===== config.mk =====
export PLATFORM = sky130hd
export DESIGN_NAME = pwr_switch_seq
export DESIGN_NICKNAME = d
export VERILOG_FILES = /design/src/rtl/pss_pkg.sv /design/src/rtl/pss_weak_mask.sv /design/src/rtl/pss_ack_timer.sv /design/src/rtl/pwr_switch_seq.sv
export SDC_FILE = /design/constraint.sdc
export NUM_CORES = 1
export LEC_CHECK = 0
export CAP_MARGIN = 20
export CORE_ASPECT_RATIO = 1.2
export CORE_MARGIN = 1.5
export CORE_UTILIZATION = 38
export DETAILED_ROUTE_END_ITERATION = 8
export HOLD_SLACK_MARGIN = 0.1
export PLACE_DENSITY = 0.66
export SYNTH_ARGS = -nofsm -noshare
export SYNTH_HDL_FRONTEND = slang
export SYNTH_SLANG_ARGS = --single-unit

===== constraint.sdc =====
create_clock -name clk -period 5.6 [get_ports clk]
set_input_delay 0.56 -clock clk [delete_from_list [all_inputs] [get_ports clk]]
set_output_delay 0.56 -clock clk [all_outputs]
set_load 0.05 [all_outputs]

===== src/rtl/pss_pkg.sv =====
package pss_pkg;

    typedef enum logic [3:0] {
        PS_OFF,
        PS_WEAK_UP,
        PS_STRONG_UP,
        PS_RESTORE,
        PS_RST_REL,
        PS_ISO_REL,
        PS_ON,
        PS_CLK_STOP,
        PS_ISO_SET,
        PS_SAVE,
        PS_RST_SET,
        PS_STRONG_DN,
        PS_WEAK_DN
    } pss_state_e;

    localparam logic [1:0] STAT_OFF   = 2'b00;
    localparam logic [1:0] STAT_ON    = 2'b01;
    localparam logic [1:0] STAT_TRANS = 2'b10;

endpackage


===== src/rtl/pss_weak_mask.sv =====
module pss_weak_mask #(
    parameter int N_WEAK = 8,
    parameter int SELW   = 2
) (
    input  logic [SELW-1:0]   sel,
    output logic [N_WEAK-1:0] mask
);
    logic [31:0] lanes;

    always_comb begin
        lanes = 32'(1) << sel;
        if (lanes > 32'(N_WEAK)) begin
            lanes = 32'(N_WEAK);
        end
    end

    for (genvar g = 0; g < N_WEAK; g++) begin : g_lane
        assign mask[g] = (32'(g) < lanes);
    end
endmodule


===== src/rtl/pss_ack_timer.sv =====
module pss_ack_timer #(
    parameter int TW = 16
) (
    input  logic          clk,
    input  logic          rst_n,
    input  logic          active,
    input  logic [TW-1:0] limit,
    output logic          expired
);
    logic [TW-1:0] cnt;

    always_ff @(posedge clk or negedge rst_n) begin
        if (!rst_n) begin
            cnt <= '0;
        end else if (!active) begin
            cnt <= '0;
        end else if (cnt != limit) begin
            cnt <= cnt + 1'b1;
        end
    end

    assign expired = active && (cnt == limit);
endmodule


===== src/rtl/pwr_switch_seq.sv =====
module pwr_switch_seq
    import pss_pkg::*;
#(
    parameter int N_WEAK = 8,
    parameter int TW     = 16,
    localparam int SELW  = $clog2($clog2(N_WEAK) + 1)
) (
    input  logic              clk,
    input  logic              rst_n,
    input  logic              cmd_up,
    input  logic              cmd_down,
    input  logic [SELW-1:0]   weak_sel,
    input  logic [TW-1:0]     timeout_lim,
    output logic [N_WEAK-1:0] weak_req,
    input  logic [N_WEAK-1:0] weak_ack,
    output logic              strong_req,
    input  logic              strong_ack,
    output logic              clk_en,
    output logic              iso_n,
    output logic              rst_dom_n,
    output logic              save,
    output logic              restore,
    output logic              err,
    output logic [1:0]        status
);
    pss_state_e        state, state_nx;
    logic [N_WEAK-1:0] sel_mask, mask_q;
    logic              up_go, down_go, weak_all_up, weak_all_dn;
    logic              waiting, tmo_hit, err_q;

    pss_weak_mask #(.N_WEAK(N_WEAK), .SELW(SELW)) u_mask (
        .sel  (weak_sel),
        .mask (sel_mask)
    );

    assign up_go       = (state == PS_OFF) && cmd_up;
    assign down_go     = (state == PS_ON) && cmd_down;
    assign weak_all_up = ((weak_ack & mask_q) == mask_q);
    assign weak_all_dn = (weak_ack == '0);

    assign waiting = ((state == PS_WEAK_UP)   && !weak_all_up) ||
                     ((state == PS_STRONG_UP) && !strong_ack)  ||
                     ((state == PS_STRONG_DN) &&  strong_ack)  ||
                     ((state == PS_WEAK_DN)   && !weak_all_dn);

    pss_ack_timer #(.TW(TW)) u_tmo (
        .clk     (clk),
        .rst_n   (rst_n),
        .active  (waiting),
        .limit   (timeout_lim),
        .expired (tmo_hit)
    );

    // State register
    always_ff @(posedge clk or negedge rst_n) begin
        if (!rst_n) begin
            state <= PS_OFF;
        end else begin
            state <= state_nx;
        end
    end

    // Captured weak selection and sticky timeout flag
    always_ff @(posedge clk or negedge rst_n) begin
        if (!rst_n) begin
            mask_q <= '0;
            err_q  <= 1'b0;
        end else begin
            if (up_go) begin
                mask_q <= sel_mask;
            end
            if (up_go || down_go) begin
                err_q <= 1'b0;
            end else if (tmo_hit) begin
                err_q <= 1'b1;
            end
        end
    end

    // Next state
    always_comb begin
        state_nx = state;
        unique case (state)
            PS_OFF:       if (cmd_up) state_nx = PS_WEAK_UP;
            PS_WEAK_UP:   if (weak_all_up) state_nx = PS_STRONG_UP;
            PS_STRONG_UP: if (strong_ack) state_nx = PS_RESTORE;
            PS_RESTORE:   state_nx = PS_RST_REL;
            PS_RST_REL:   state_nx = PS_ISO_REL;
            PS_ISO_REL:   state_nx = PS_ON;
            PS_ON:        if (cmd_down) state_nx = PS_CLK_STOP;
            PS_CLK_STOP:  state_nx = PS_ISO_SET;
            PS_ISO_SET:   state_nx = PS_SAVE;
            PS_SAVE:      state_nx = PS_RST_SET;
            PS_RST_SET:   state_nx = PS_STRONG_DN;
            PS_STRONG_DN: if (!strong_ack) state_nx = PS_WEAK_DN;
            PS_WEAK_DN:   if (weak_all_dn) state_nx = PS_OFF;
            default:      state_nx = PS_OFF;
        endcase
    end

    // Outputs
    always_comb begin
        weak_req   = '0;
        strong_req = 1'b0;
        clk_en     = 1'b0;
        iso_n      = 1'b0;
        rst_dom_n  = 1'b0;
        save       = 1'b0;
        restore    = 1'b0;
        status     = STAT_TRANS;
        unique case (state)
            PS_OFF: status = STAT_OFF;
            PS_WEAK_UP: weak_req = mask_q;
            PS_STRONG_UP: begin
                weak_req   = mask_q;
                strong_req = 1'b1;
            end
            PS_RESTORE: begin
                weak_req   = mask_q;
                strong_req = 1'b1;
                restore    = 1'b1;
            end
            PS_RST_REL: begin
                weak_req   = mask_q;
                strong_req = 1'b1;
                rst_dom_n  = 1'b1;
            end
            PS_ISO_REL, PS_CLK_STOP: begin
                weak_req   = mask_q;
                strong_req = 1'b1;
                rst_dom_n  = 1'b1;
                iso_n      = 1'b1;
            end
            PS_ON: begin
                weak_req   = mask_q;
                strong_req = 1'b1;
                rst_dom_n  = 1'b1;
                iso_n      = 1'b1;
                clk_en     = 1'b1;
                status     = STAT_ON;
            end
            PS_ISO_SET: begin
                weak_req   = mask_q;
                strong_req = 1'b1;
                rst_dom_n  = 1'b1;
            end
            PS_SAVE: begin
                weak_req   = mask_q;
                strong_req = 1'b1;
                rst_dom_n  = 1'b1;
                save       = 1'b1;
            end
            PS_RST_SET: begin
                weak_req   = mask_q;
                strong_req = 1'b1;
            end
            PS_STRONG_DN: weak_req = mask_q;
            PS_WEAK_DN: ;
            default: status = STAT_OFF;
        endcase
    end

    assign err = err_q;
endmodule


After elaboration in Yosys (flattened, before gate mapping)
Cells that the tools add are included.

cells by class
  eq/ne operators = 22
  add/subtract/negate cells = 1
  shift-type cells = 1
  $lt $le $gt $ge = 9
  multiplexer cells = 20
  bitwise logic cells = 1
  reductions and logical operators = 23

operators with widths
  cell                                                                               count
  3-bit by 32-bit < comparator with 1-bit output (first input constant)              4
  1-bit by 32-bit < comparator with 1-bit output (first input constant)              2
  2-bit by 32-bit < comparator with 1-bit output (first input constant)              2
  4-bit one-hot mux with 13 select lines                                             1
  32-bit by 4-bit greater-than comparator with 1-bit output (second input constant)  1
  16-bit 2-to-1 mux                                                                  2
  32-bit 2-to-1 mux                                                                  1
  1-bit by 2-bit left shift with 32-bit output (first input constant)                1
  4-bit 2-to-1 mux                                                                   6
  11-bit OR reduction                                                                2
  4-bit equality test (second input constant)                                        5
  16-bit by 1-bit adder with 16-bit output (second input constant)                   1
  16-bit equality test                                                               1
  4-bit by 3-bit equality test with 1-bit output (second input constant)             4
  16-bit != test                                                                     1
  2-bit != test (second input constant)                                              7
  9-bit OR reduction                                                                 1
  8-bit bitwise AND                                                                  1
  4-bit by 2-bit equality test with 1-bit output (second input constant)             2
  8-bit equality test                                                                1
  8-bit zero test                                                                    1
  1-bit 2-to-1 mux                                                                   8
  8-bit 2-to-1 mux                                                                   1
  1-bit logical AND                                                                  7
  9 further kinds                                                                    14

word-level totals
  output and inout port bits = 17
  register bits after elaboration = 29

Longest topological paths before layout
Gate-level depths: netlist (run 1).

  depth after elaboration = 10
  gate-level depth with buffers = 7
  depth with buffers taken out = 5

Hierarchy
A second synthesis (run 1) with hierarchy kept.

second synthesis, totals
  cell total of the unflattened synthesis = 228
  area, all modules = 2065.7 um2

modules (own cells, without submodules)
  module          cells each  seq. area each (um2)  instances  area each (um2)
  pss_ack_timer   127         400.4                 1          1154.9
  pwr_switch_seq  92          325.3                 1          855.8
  pss_weak_mask   9           0.0                   1          55.1

Least setup slack after synthesis (run 1)
Ideal clock, no wire load.

  path type = flip-flop to output port
  start point = register state[3]
  end point = output clk_en
  required time = 5.040 ns
  buffers on the path = 1
  cell stages (with the launch flop) = 4
  arrival = 1.966 ns
  slack = 3.074 ns
  cells stage by stage = dfrtp_1 buf_2 nand2b_1 nor3b_1

on the way
  word-level cells in the longest chain between the ends = 2

ends and longest elaborated chain
  item                                            line                   RTL
  start: declaration                              pwr_switch_seq.sv:26   pss_state_e state, state_nx;
  start signal: assignment                        pwr_switch_seq.sv:59   state <= state_nx;
  4-bit by 3-bit equality test with 1-bit output  pwr_switch_seq.sv:111  unique case (state)
  1-bit 2-to-1 mux                                pwr_switch_seq.sv:111
  end: declaration                                pwr_switch_seq.sv:18   output logic clk_en,

No other way between the ends.

Worst setup path after layout (run 1)
  start point = register state[2]
  end point = output weak_req[4]

on the way
  word-level cells in the longest chain between the ends = 3
  elaborated cells between the ends (all ways) = 13

ends and longest elaborated chain
  item                                                                    line                   RTL
  4-bit by 3-bit equality test with 1-bit output (tied with other cells)  pwr_switch_seq.sv:111
  11-bit OR reduction (no line) (*)                                       -
  8-bit 2-to-1 mux (*)                                                    pwr_switch_seq.sv:111
  end: declaration                                                        pwr_switch_seq.sv:14   output logic [N_WEAK-1:0] weak_req,

Mark *: on every way between the ends. The rest lies on a longest branch, timed or not.

==> results of run 1 <==
==> cells by family (layout without fill, tap and decap cells) <==
group,after synthesis,after routing,share of synthesized area
xor+xnor,17,17,0.0839
buf+inv,17,56,0.0528
compound gates,48,48,0.177
flops,26,26,0.366
mux,5,5,0.0296
fa+ha+maj,1,1,0.00705
simple gates,84,84,0.283
==> per-stage QoR <==
| stage | power, uW | worst slack (ns) | hold WS, ns | std cells | utilization |
|---|---|---|---|---|---|
| 2_1_floorplan | 713 | 3.07 | 0.264 | 198 | - |
| 3_3_place_gp | 879 | 2.68 | 0.475 | 291 | 0.496 |
| 3_5_place_dp | 882 | 2.65 | 0.474 | 291 | 0.496 |
| 4_1_cts | 1010 | 2.56 | 0.503 | 295 | 0.509 |
| 5_1_grt | 1060 | 2.45 | 0.543 | 295 | 0.509 |
| 6_report | 997 | 2.59 | 0.503 | 295 | 0.509 |
==> layer usage <==
layer / vias to the layer above / wire (um) / part of all wire
met2: 57 / 1970 / 0.48
met4: 0 / 65 / 0.016
met5: - / 0 / 0
li1: 802 / - / -
met3: 8 / 245 / 0.060
met1: 742 / 1820 / 0.44
==> worst max-delay path: cells and delay by family (launching register included) <==
family / cells / cell delay (ns)
buffers and inverters: 1 / 0.82
DFF: 1 / 0.55
and+or+nand+nor: 3 / 0.81
==> sequential cells by signal, indices dropped and copies added, names as in the netlist <==
register / flops
state: 4
err: 1
mask_q: 5
u_tmo.cnt: 16
==> final cells by class <==
type                            instances  area [um2]  share of cell area
Clock buffer                            4        55.1              0.0239
Inverter                                4        15.0             0.00652
Multi-Input combinational cell        155        1030               0.448
Sequential cell                        26         651               0.283
Tap cell                               58        72.6              0.0315
Timing Repair Buffer                   48         478               0.208
==> cells in the final DEF (no fill, tap or decap), drive strengths merged, types with 2 or more instances in the layout <==
cell type	instances
clkbuf	4
mux2i	3
or3	8
nor3	4
or4	6
o31ai	6
nor4	6
and2	7
inv	4
o21ai	16
nand2b	7
clkdlybuf4s50	47
a21oi	16
xor2	16
nand2	11
dfrtp	26
nand4	4
nor2b	5
a2111oi	2
mux2	2
nor2	11
and3	4
o21bai	2
nor3b	2
nand3	6
==> worst min path at each step <==
stage | endpoint | start | depth (start not counted)
after detailed placement | mask_q[0] | mask_q[0] | 1
final | mask_q[0] | mask_q[0] | 1
after floorplan | err | rst_n | 0
after global routing | mask_q[0] | mask_q[0] | 1
after global placement | mask_q[0] | mask_q[0] | 1
after CTS | mask_q[0] | mask_q[0] | 1
==> where the power goes <==
part	switching [uW]	leakage (uW)	internal, uW
logic	368	0.000534	219
clock network	57.9	0.0000288	62.8
registers	67.4	0.000345	222
total	494	0.000907	504
==> qor.yml, run 1 <==
insertion_delay_ns: 0.27
max_freq_mhz: 332
post_synth.cell_area_avg_um2: 8.97
area_delta_synth_final_pct: 29.7
synth-seq-cells: 26
dr.first_iter.drc_count: 70
gp_congestion: 0.768
dpl_cell_area_mm2: 0.00225
r2r_setup_slack_ns: 3.20
nNetsFinal: 270
htreeDepth: 1
remaining_drc_errors: 0
hpwl_mm: 3.02
relSlewSlack: 0.463
use_met2: 0.288
tightest_slew_ns: 0.805
reg2reg_depth: 5
rsz0062_at_grt: "false"
cp-start-kind: "flop"
cts.repair.resized: 0
drive_gt1_frac: 0.0717
status: "finished clean"
criticalPathCategory: "reg -> out"
period_minus_slack_ns: 3.01
antenna_found_initial: 0
slowest_delay_ns: 0.82
cts_buffers: 3
r2r-end: "err"
die_y_um: 77.9
yosysMostFrequentCell: "dfrtp_1"
drv_cap: 0
yosys_warnings: 0
r2r-start: "u_tmo.cnt[14]"
track_usage: 0.168
routed_wl_mm: 4.10
crit_start: "state[2]"
num_io_pins: 48
grt_overflow_total: 0
synth_area_mm2: 0.00178
cts_tree: "done"
initial_core_util: 0.392
hold_viol: 0
syn_inst: 198
ys_types: 43
setup_viol: 0
num_vias: 1609
portBuffers: 47
grt_busiest_layer: "met2"
synth_nets: 230
rows: 27
p_leak_uw: 0.000907
synth_area_leader_cell: "dfrtp_1"
ys_async_sr_fraction: 1.00
tns_ns: 0
crit_top_cell: "and2_1"
cp_cell_sequence: "and2_1 > nor2_1 > and2_1 > clkdlybuf4s50_1"
fin_skew_ns: 0.00492
max-vdd-ir-drop_uv: 353
slew_violations: 0
grt_max_degree: 27
cts.clk_slew.worst_paths_ns: 0.09
synthFlopType: "dfrtp_1"
cp-endpoint: "weak_req[4]"
grt_pass1_vias: 1553
fillers: 459
die_area_mm2: 0.00509
wl_per_cell_um: 13.9
cts_sinks: 26
ant_nets: 0
critical_path.endpoint_type: "output pin"
post_cts_buffers: 0
core-area_mm2: 0.00453
grt_first_pass_wirelength_mm: 6.87
path_max_fanout: 14
worstPathArrival_ns: 2.45
ys_seq_area_frac: 0.366
min_period_over_period: 0.538
synth_edf_count: 0
clockBufferDepth: 2
drt-pass1-iter-count: 4
synth_common_cells: "dfrtp_1 (26), a21oi_1 (16), o21ai_0 (16), xor2_1 (16)"
root_buffer: "clkbuf_8"
yosysTopAreaCellShare: 0.366
hold_buffers: 0
drt-vias-per-instance: 5.45
crit_path_top_delay_cell: "clkdlybuf4s50_1"
die_x_um: 65.4
diodes: 0
met3_usage: 0.0290
p_per_area_mw_per_mm2: 433
synthTopCellsByArea: "dfrtp_1 (37%), xor2_1 (7.9%), a21oi_1 (4.5%), o21ai_0 (4.5%), or3_1 (2.8%)"
met1_usage: 0.211
hp-class: "reg -> reg"
final_area_mm2: 0.00230
worst-endpoint-required_ns: 5.04
Power figures use the tool's default switching activity.
==> run 2: changes to the inputs <==
- clock period: 5.6 -> 2.79 ns (I/O delays scaled with it)
==> qor.yml, run 2 (synthesis gave the netlist of run 1 again) <==
grt_pass1_vias: 1634
portBuffers: 47
tns_ns: 0
wl_per_cell_um: 14.2
multiInputGateArea_mm2: 0.00104
largest_reg_flops: 16
num_io_pins: 48
path_max_fanout: 13
remaining_drc_errors: 0
p_per_area_mw_per_mm2: 876
rows: 27
fillers: 450
final_cell_mix: "clkdlybuf4s50_1 (43), dfrtp_1 (26), a21oi_1 (16), o21ai_0 (16), xor2_1 (16)"
worstPathArrival_ns: 2.39
grt_max_degree: 27
met3_usage: 0.0217
whs_ns: 0.375
dp_worst_setup_slack_ns: 0.277
die_y_um: 77.9
regArea_um2: 651
criticalPathCategory: "reg -> out"
insertion_delay_ns: 0.27
core-area_mm2: 0.00453
placedCellCount: 296
relSlewSlack: 0.466
antenna_found_initial: 0
initial_core_util: 0.392
cts.clk_slew.worst_paths_ns: 0.09
drt-vias-per-instance: 5.37
hold_viol: 0
die_x_um: 65.4
worst-endpoint-required_ns: 2.51
nNetsFinal: 275
final_util: 0.520
min_period_over_period: 0.957
layout_commonest_cell: "clkdlybuf4s50_1"
area_delta_synth_final_pct: 32.7
period_minus_slack_ns: 2.67
use_met2: 0.323
hold_buffers: 0
die_area_mm2: 0.00509
cts_buffers: 3
setup_slack_ns: 0.119
max_freq_mhz: 374
cts_tree: "done"
rsz0062_at_grt: "false"
drv_cap: 0
critical_path.endpoint_type: "output pin"
slew_violations: 0
drt-pass1-iter-count: 4
post_cts_buffers: 0
grt_overflow_total: 0
hp-class: "in -> async"
regMostFlops: "u_tmo.cnt"
gp_congestion: 0.838
p_leak_uw: 0.000996
max-vdd-ir-drop_uv: 644
drive_gt1_frac: 0.0950
cts_sinks: 26
status: "finished clean"
layout.cells.non_filler: 300
setup_viol: 0
cts.repair.resized: 1
htreeDepth: 1
clockBufferDepth: 2
ant_nets: 0
fin_skew_ns: 0.00196
num_vias: 1612
track_usage: 0.180
tightest_slew_ns: 0.800
root_buffer: "clkbuf_8"
cp-start-kind: "flop"
top_regs: "u_tmo.cnt: 16 flops, mask_q: 5 flops, state: 4 flops"
hpwl_mm: 3.15
met1_usage: 0.217
routed_wl_mm: 4.27
dr.first_iter.drc_count: 66
diodes: 0
grt_busiest_layer: "met2"
grt_first_pass_wirelength_mm: 7.25
-- run 2: cell count changes in the layout (fill, tap and decap cells not counted) --
cell / before / now
buf_4: 1 / 6
clkdlybuf4s50_1: 47 / 43
dlymetal6s2s_1: 0 / 4
nor4_1: 5 / 4
nor4_2: 1 / 2
-- run 2: final timing paths --
kind                               from      endpoint  slack, ns  cells after the start
max in group asynchronous         rst_n  u_tmo.cnt[7]       2.16                      2
min in group clk              mask_q[0]     mask_q[0]       0.50                      1
max                            state[3]   weak_req[3]       0.12                      4
min                               rst_n  u_tmo.cnt[0]       0.38                      2
min reg2reg                   mask_q[0]     mask_q[0]       0.50                      1
max reg2reg                u_tmo.cnt[2]  u_tmo.cnt[5]       0.70                      6
-- run 2: layout make-up --
| type | count | share of cell area |
|---|---|---|
| timing repair buffer | 53 | 0.223 |
| multi-input combinational | 155 | 0.440 |
| sequential | 26 | 0.276 |
| tap | 58 | 0.0308 |
| inverter | 4 | 0.00637 |
| clock buffer | 4 | 0.0234 |
-- run 2: report_power, final --
| part | internal [uW] | switching (uW) |
|---|---|---|
| Clock | 126 | 123 |
| Combinational | 475 | 790 |
| Sequential | 446 | 103 |
| Total | 1050 | 1020 |
-- run 2: through the flow --
step	area, um2	power (uW)
after floorplan	1780	1430
after global routing	2360	2190
after CTS	2350	2080
after global placement	2280	1820
final	2360	2060
after detailed placement	2280	1820
-- run 2: per-layer routing --
metal  wire length (um)  share of wire
met5                  0              0
met4                 61          0.014
met3                230          0.054
met2               2100           0.49
met1               1870           0.44
-- run 2: worst max-delay path, stage by stage (launching register included) --
cell and delay [ns]:
dfrtp_1 0.54, and2_1 0.32, nor2_1 0.29, and2_1 0.17, clkdlybuf4s50_1 0.80
